File: config.mk
export PLATFORM = sky130hd
export DESIGN_NAME = ptx_top
export DESIGN_NICKNAME = d
export VERILOG_FILES = /design/src/rtl/ptx_pkg.sv /design/src/rtl/ptx_ctl.sv /design/src/rtl/ptx_table.sv /design/src/rtl/ptx_lookup.sv /design/src/rtl/ptx_top.sv
export SDC_FILE = /design/constraint.sdc
export NUM_CORES = 1
export LEC_CHECK = 0
export ABC_CLOCK_PERIOD_IN_PS = 12200
export BUFFER_PORTS_ARGS = -buffer_cell sky130_fd_sc_hd__buf_2
export CORE_MARGIN = 3
export CORE_UTILIZATION = 60
export CTS_BUF_LIST = sky130_fd_sc_hd__clkbuf_16
export CTS_CLUSTER_DIAMETER = 200
export CTS_CLUSTER_SIZE = 10
export DETAILED_ROUTE_END_ITERATION = 7
export PLACE_DENSITY = 0.77
export RECOVER_POWER = 100
export SYNTH_ARGS = -nofsm -noshare
export SYNTH_HDL_FRONTEND = slang
export SYNTH_HIERARCHICAL = 1
export SYNTH_SLANG_ARGS = --single-unit
File: constraint.sdc
create_clock -name clk -period 12.2 [get_ports clk]
set_input_delay 1.22 -clock clk [delete_from_list [all_inputs] [get_ports clk]]
set_output_delay 1.22 -clock clk [all_outputs]
set_load 0.1 [all_outputs]
File: src/rtl/ptx_pkg.sv
package ptx_pkg;

   localparam int PPN_W       = 7;
   localparam int MIN_PG_BITS = 12;
   localparam int MAX_PG_BITS = 15;
   localparam int LOG_BITS    = 25;
   localparam int LPN_W       = LOG_BITS - MIN_PG_BITS;

   typedef enum logic [1:0] {
      PG_4K  = 2'd0,
      PG_8K  = 2'd1,
      PG_16K = 2'd2,
      PG_32K = 2'd3
   } pg_size_e;

   function automatic logic [PPN_W-1:0] unscramble_ppn(input logic [PPN_W-1:0] f,
                                                       input pg_size_e s);
      logic [PPN_W-1:0] p;
      unique case (s)
         PG_4K:   p = f;
         PG_8K:   p = {f[0], f[6:1]};
         PG_16K:  p = {f[1:0], f[6:2]};
         default: p = {f[1], f[2], f[0], f[6:3]};
      endcase
      return p;
   endfunction

endpackage

File: src/rtl/ptx_ctl.sv
module ptx_ctl
   import ptx_pkg::*;
(
   input  logic        clk,
   input  logic        rst_n,
   input  logic        ctl_we_i,
   input  logic [31:0] ctl_word_i,
   input  logic        ent_we_i,
   output pg_size_e    size_o,
   output logic        overlay_o
);

   pg_size_e size_q;
   logic     overlay_q;
   logic     ctl_hit;
   logic     unused_ctl;

   assign ctl_hit    = ctl_we_i && (ctl_word_i[27:21] == 7'h1B) && (ctl_word_i[19:17] == 3'd7);
   assign unused_ctl = ^{ctl_word_i[31:28], ctl_word_i[20], ctl_word_i[16:4], ctl_word_i[1:0]};

   always_ff @(posedge clk or negedge rst_n) begin
      if (!rst_n) begin
         size_q    <= PG_4K;
         overlay_q <= 1'b1;
      end else begin
         if (ctl_hit)  size_q    <= pg_size_e'(ctl_word_i[3:2]);
         if (ent_we_i) overlay_q <= 1'b0;
      end
   end

   assign size_o    = size_q;
   assign overlay_o = overlay_q;

   assert_overlay_drop_R4: assert property (@(posedge clk) disable iff (!rst_n)
      ent_we_i |=> !overlay_q);
   assert_overlay_sticky_R4: assert property (@(posedge clk) disable iff (!rst_n)
      !overlay_q |=> !overlay_q);
   assert_size_hold_R3: assert property (@(posedge clk) disable iff (!rst_n)
      !ctl_we_i |=> $stable(size_q));

endmodule

File: src/rtl/ptx_table.sv
module ptx_table
   import ptx_pkg::*;
#(
   parameter  int DEPTH = 128,
   localparam int IDX_W = $clog2(DEPTH)
) (
   input  logic             clk,
   input  logic             rst_n,
   input  logic             ent_we_i,
   input  logic [31:0]      ent_word_i,
   input  pg_size_e         size_i,
   input  logic [LPN_W-1:0] lk_lpn_i,
   output logic             lk_valid_o,
   output logic [PPN_W-1:0] lk_ppn_o
);

   localparam logic [LPN_W:0] DEPTH_L = (LPN_W+1)'(DEPTH);

   logic [DEPTH-1:0] vld_q;
   logic [PPN_W-1:0] ppn_q [DEPTH];
   logic [LPN_W-1:0] raw_lpn, wr_lpn;
   logic [IDX_W-1:0] wr_idx, lk_idx;
   logic [PPN_W-1:0] ppn_new;
   logic             wr_in_range, lk_in_range, do_wr;
   logic             unused_ent;

   assign raw_lpn     = {ent_word_i[11:10], ent_word_i[22:12]};
   assign wr_lpn      = raw_lpn >> size_i;
   assign wr_in_range = {1'b0, wr_lpn} < DEPTH_L;
   assign wr_idx      = wr_lpn[IDX_W-1:0];
   assign ppn_new     = unscramble_ppn(ent_word_i[6:0], size_i);
   assign do_wr       = ent_we_i && wr_in_range;
   assign unused_ent  = ^{ent_word_i[31:23], ent_word_i[9:7]};

   always_ff @(posedge clk or negedge rst_n) begin
      if (!rst_n)     vld_q         <= '0;
      else if (do_wr) vld_q[wr_idx] <= 1'b1;
   end

   always_ff @(posedge clk) begin
      if (do_wr) ppn_q[wr_idx] <= ppn_new;
   end

   assign lk_in_range = {1'b0, lk_lpn_i} < DEPTH_L;
   assign lk_idx      = lk_lpn_i[IDX_W-1:0];
   assign lk_valid_o  = lk_in_range && vld_q[lk_idx];
   assign lk_ppn_o    = ppn_q[lk_idx];

   assert_entry_set_R5: assert property (@(posedge clk) disable iff (!rst_n)
      do_wr |=> vld_q[$past(wr_idx)]);
   assert_oob_keep_R11: assert property (@(posedge clk) disable iff (!rst_n)
      !do_wr |=> $stable(vld_q));

endmodule

File: src/rtl/ptx_lookup.sv
module ptx_lookup
   import ptx_pkg::*;
#(
   parameter int ROM_BITS = 21,
   parameter int PA_W     = 22
) (
   input  logic [31:0]      addr_i,
   input  logic             rd_i,
   input  logic             wr_i,
   input  pg_size_e         size_i,
   input  logic             overlay_i,
   input  logic             lk_valid_i,
   input  logic [PPN_W-1:0] lk_ppn_i,
   output logic [LPN_W-1:0] lk_lpn_o,
   output logic [PA_W-1:0]  phys_addr_o,
   output logic             mapped_o,
   output logic             rom_sel_o
);

   logic            in_logical, any_acc;
   logic [4:0]      pg_shift;
   logic [PA_W-1:0] off_mask, page_base, xlated;

   assign in_logical = (addr_i[31:LOG_BITS] == '0);
   assign any_acc    = rd_i || wr_i;
   assign lk_lpn_o   = addr_i[LOG_BITS-1:MIN_PG_BITS] >> size_i;

   assign pg_shift   = 5'(MIN_PG_BITS) + {3'b000, size_i};
   assign off_mask   = ~({PA_W{1'b1}} << pg_shift);
   assign page_base  = PA_W'(lk_ppn_i) << pg_shift;
   assign xlated     = page_base | (PA_W'(addr_i[MAX_PG_BITS-1:0]) & off_mask);

   assign rom_sel_o  = in_logical && overlay_i && rd_i;
   assign mapped_o   = in_logical && !overlay_i && any_acc && lk_valid_i;

   always_comb begin
      if (rom_sel_o)     phys_addr_o = PA_W'(addr_i[ROM_BITS-1:0]);
      else if (mapped_o) phys_addr_o = xlated;
      else               phys_addr_o = '0;
   end

endmodule

File: src/rtl/ptx_top.sv
module ptx_top
   import ptx_pkg::*;
#(
   parameter  int DEPTH    = 128,
   parameter  int ROM_BITS = 21,
   localparam int PA_W     = (PPN_W + MAX_PG_BITS > ROM_BITS) ? PPN_W + MAX_PG_BITS : ROM_BITS
) (
   input  logic            clk,
   input  logic            rst_n,
   input  logic [31:0]     addr_i,
   input  logic            rd_i,
   input  logic            wr_i,
   input  logic            ctl_we_i,
   input  logic [31:0]     ctl_word_i,
   input  logic            ent_we_i,
   input  logic [31:0]     ent_word_i,
   output logic [PA_W-1:0] phys_addr_o,
   output logic            mapped_o,
   output logic            rom_sel_o
);

   generate
      if (DEPTH < 2 || DEPTH > (1 << LPN_W) || (DEPTH & (DEPTH - 1)) != 0) begin : g_bad_depth
         $error("ptx_top: DEPTH must be a power of two between 2 and 2**LPN_W");
      end
      if (ROM_BITS < MIN_PG_BITS || ROM_BITS > LOG_BITS) begin : g_bad_rom
         $error("ptx_top: ROM_BITS out of range");
      end
   endgenerate

   pg_size_e         size;
   logic             overlay;
   logic             lk_valid;
   logic [PPN_W-1:0] lk_ppn;
   logic [LPN_W-1:0] lk_lpn;

   ptx_ctl u_ctl (
      .clk       (clk),
      .rst_n     (rst_n),
      .ctl_we_i  (ctl_we_i),
      .ctl_word_i(ctl_word_i),
      .ent_we_i  (ent_we_i),
      .size_o    (size),
      .overlay_o (overlay)
   );

   ptx_table #(.DEPTH(DEPTH)) u_table (
      .clk       (clk),
      .rst_n     (rst_n),
      .ent_we_i  (ent_we_i),
      .ent_word_i(ent_word_i),
      .size_i    (size),
      .lk_lpn_i  (lk_lpn),
      .lk_valid_o(lk_valid),
      .lk_ppn_o  (lk_ppn)
   );

   ptx_lookup #(.ROM_BITS(ROM_BITS), .PA_W(PA_W)) u_lookup (
      .addr_i     (addr_i),
      .rd_i       (rd_i),
      .wr_i       (wr_i),
      .size_i     (size),
      .overlay_i  (overlay),
      .lk_valid_i (lk_valid),
      .lk_ppn_i   (lk_ppn),
      .lk_lpn_o   (lk_lpn),
      .phys_addr_o(phys_addr_o),
      .mapped_o   (mapped_o),
      .rom_sel_o  (rom_sel_o)
   );

   assert_idle_R12: assert property (@(posedge clk) disable iff (!rst_n)
      !(rd_i || wr_i) |-> !mapped_o && !rom_sel_o);
   assert_overlay_write_R2: assert property (@(posedge clk) disable iff (!rst_n)
      (wr_i && !rd_i) |-> !rom_sel_o);
   assert_rom_addr_R2: assert property (@(posedge clk) disable iff (!rst_n)
      rom_sel_o |-> phys_addr_o == PA_W'(addr_i[ROM_BITS-1:0]));
   assert_offset_R7: assert property (@(posedge clk) disable iff (!rst_n)
      mapped_o |-> phys_addr_o[MIN_PG_BITS-1:0] == addr_i[MIN_PG_BITS-1:0]);
   assert_outside_R10: assert property (@(posedge clk) disable iff (!rst_n)
      (addr_i[31:LOG_BITS] != '0) |-> !mapped_o && !rom_sel_o);
   assert_unmapped_zero_R8: assert property (@(posedge clk) disable iff (!rst_n)
      (!mapped_o && !rom_sel_o) |-> phys_addr_o == '0);

endmodule

==> reports/metrics.cfg <==
[clock_network]
clk_latency_ns=0.66
cts_resized=0
htreeDepth=3
path_clk_slew_ns=0.05
ctsRootBufferMaster=clkbuf_16
cts_tree=done
numCtsBuffers=112
cts_sinks=1027
cts_buffer_depth=3
cts_setup_buffers=0
hold_buffers=0

[sta]
fin_worst_skew_ns=0.0204
setup_viol=0
relSlewSlack=-1.71
rsz0062_at_grt=no
finalCriticalPeriod_ns=9.63
hold_viol=0
maxSlewViolCount=951
clock.fmax_mhz=104
min_period_over_period=0.790
tightest_slew_ns=4.06
setup_tns_ns=0

[detailed_routing]
ant_nets=0
via_per_inst=6.58
wl_per_cell_um=28.3
vias=21600
drt_drc_violations_left=0
drt_iter0_markers=2566
wl_um=92700
first_pass_iters=6

[synthesis]
muxShareOfSynthArea=0.175
synth_cell_type_count=58
synthAdderAreaFrac=0
syn_avg_cell_area_um2=19.3
ys_seq_area_frac=0.727
synth_top_family_by_area=multiplexers
async_flop_share=0.128
synth_compound_area_frac=0.0372
ys_ff_latch=1027
synth_area_um2=41500
synthFlopType=edfxtp_1
synth_edf_count=896
yosys_warnings=6
synth-xor-area-share=0
synth_nets=2250
synth-simple-area-share=0.0430
syn_inst=2148

[global_routing]
overflow=0
grtUsageTotal=0.258
grt_pass1_wl_um=140000
grt_max_degree=118
grt_pass1_vias=22000
antenna_found_initial=5

[run_status]
violations=capacitance limit, slew limit
outcome=complete, but fails checks

[floorplanning]
rows=95
initial_core_util=0.612
core_region_area_um2=67900
io_pins=126
die_area_um2=72400
dieWidth_um=269
die_h_um=269

[setup_path]
worst_ep_arrival_time_ns=8.41
start_kind=register
crit_type=register to output pin
path_cells=clkbuf_1 -> mux4_2 -> buf_4 -> mux4_2 -> nor2_1 -> o311ai_0 -> o211ai_1 -> o221ai_1 -> nor2b_1 -> nor4b_4 -> and4_1 -> buf_2
worst_setup_path_end_kind=output pin
worstPathRequired_ns=10.98
critPathMaxFanout=48
critPathMaxStageDelay_ns=1.98
crit_top_cell=mux4_2
slowest_stage=clkbuf_1

[final_layout]
fillers=4261
layout-drive-gt1-share=0.248
final_area_um2=46000
final_cell_mix=edfxtp_1 (896), mux4_2 (255), nor2_1 (163)
layout.nets=2357
final_common_cell=edfxtp_1
syn_to_final_growth_pct=10.7

[worst_hold_path]
hold_path_class=register to register

[placement]
portBuffers=93
placed_area_um2=42800
gp_congestion=0.868
dp_hpwl_um=54900

[run]
cap_violations=16

[power]
p_leak_nw=15.8
power_density_nw_per_um2=156
ir_drop_uv=176

final timing paths:
kind | slack, ns | end | cells after the start | startpoint
max | 2.57 | phys_addr_o[21] | 12 | u_ctl/size_o[1]$_DFFE_PN0P_
min | 0.47 | u_table/vld_q[75]$_DFFE_PN0P_ | 1 | u_table/vld_q[75]$_DFFE_PN0P_
max reg2reg | 3.70 | u_table/ppn_q[10][4]$_DFFE_PP_ | 5 | u_ctl/size_o[1]$_DFFE_PN0P_
min reg2reg | 0.47 | u_table/vld_q[75]$_DFFE_PN0P_ | 1 | u_table/vld_q[75]$_DFFE_PN0P_
max in group asynchronous | 5.08 | u_ctl/size_o[1]$_DFFE_PN0P_ | 2 | rst_n
min in group asynchronous | 1.67 | u_table/vld_q[112]$_DFFE_PN0P_ | 1 | rst_n
critical path: cells and delay by family (launching register included):
family / cells / cell delay, ns
AOI/OAI and AO/OA: 3 / 1.38
DFF: 1 / 0.34
buffers and inverters: 3 / 3.23
muxes: 2 / 1.61
and+or+nand+nor: 4 / 1.10
cell type report:
| class | instances | area, um^2 | share of cell area |
|---|---|---|---|
| diodes | 1 | 2.50 | 0.0000544 |
| clock buffers | 117 | 2930 | 0.0637 |
| clock inverters | 94 | 364 | 0.00792 |
| inverters | 5 | 18.8 | 0.000408 |
| multi-input cells | 981 | 10600 | 0.231 |
| flip-flops and latches | 1027 | 30200 | 0.657 |
| well taps | 921 | 1150 | 0.0251 |
| repair buffers | 128 | 686 | 0.0149 |
cell families (layout without fill, tap and decap cells):
| logic type | count (synthesis) | count (layout) |
|---|---|---|
| AO/OA/AOI/OAI | 215 | 215 |
| other | 0 | 1 |
| AND/OR/NAND/NOR | 364 | 364 |
| buffers and inverters | 140 | 344 |
| flip-flops | 1027 | 1027 |
| multiplexers | 402 | 402 |
synth_stat cells (all sizes together) (2+ instances only):
library cell  instances  area share
a2111oi               2     0.00087
a211oi                5     0.00090
a21oi                28      0.0034
a221oi               10      0.0021
a22o                 10      0.0021
a22oi                32      0.0058
a32o                  3     0.00072
and2                 16      0.0024
buf                  76       0.012
clkbuf               59      0.0053
dfrtp               130       0.078
edfxtp              896        0.65
inv                   5     0.00045
mux2                 25      0.0068
mux2i               120       0.029
mux4                257        0.14
nand2                43      0.0039
nand2b               14      0.0021
nand3                17      0.0020
nand3b                2     0.00036
nand4                 2     0.00030
nor2                163       0.015
nor2b                15      0.0023
nor3                  9      0.0012
nor4                  9      0.0015
nor4b                 2     0.00078
o2111ai               2     0.00042
o211ai               10      0.0018
o21ai                16      0.0019
o21bai               68       0.012
o221ai                2     0.00042
o22ai                22      0.0033
or2                  62      0.0093
or3                   2     0.00030
or4                   2     0.00045
report_power, final:
group / internal, mW / leakage, nW / switching [mW]
Clock: 1.70 / 1.94 / 1.26
Combinational: 0.129 / 4.02 / 0.230
Sequential: 3.83 / 9.87 / 0.00109
Total: 5.66 / 15.8 / 1.49
state kept, by name, summed over array words and instances (netlist names):
signal	cells
u_table/ppn_q	896
u_table/vld_q	128
u_ctl/size_o	2
u_ctl/overlay_o	1
routing by layer:
layer / wire, um / global-route usage / up-vias
met2: 44500 / 0.401 / 1138
met3: 8970 / 0.0624 / 214
met1: 36100 / 0.368 / 11300
li1: - / - / 8917
met4: 3010 / 0.0832 / 8
met5: 89 / 0.00461 / -
metrics by stage:
stage / hold WS (ns) / std cells / power, mW / setup slack (ns) / util
after floorplan: 0.434 / 2148 / 4.13 / 4.85 / -
after global placement: 0.446 / 3062 / 4.24 / 4.78 / 0.630
after detailed placement: 0.451 / 3062 / 4.25 / 4.71 / 0.630
after CTS: 0.465 / 3273 / 7.20 / 4.39 / 0.679
after global routing: 0.480 / 3273 / 7.37 / 2.13 / 0.677
final: 0.468 / 3274 / 7.16 / 2.57 / 0.677
Note: power is estimated with default switching activity, not from simulation.
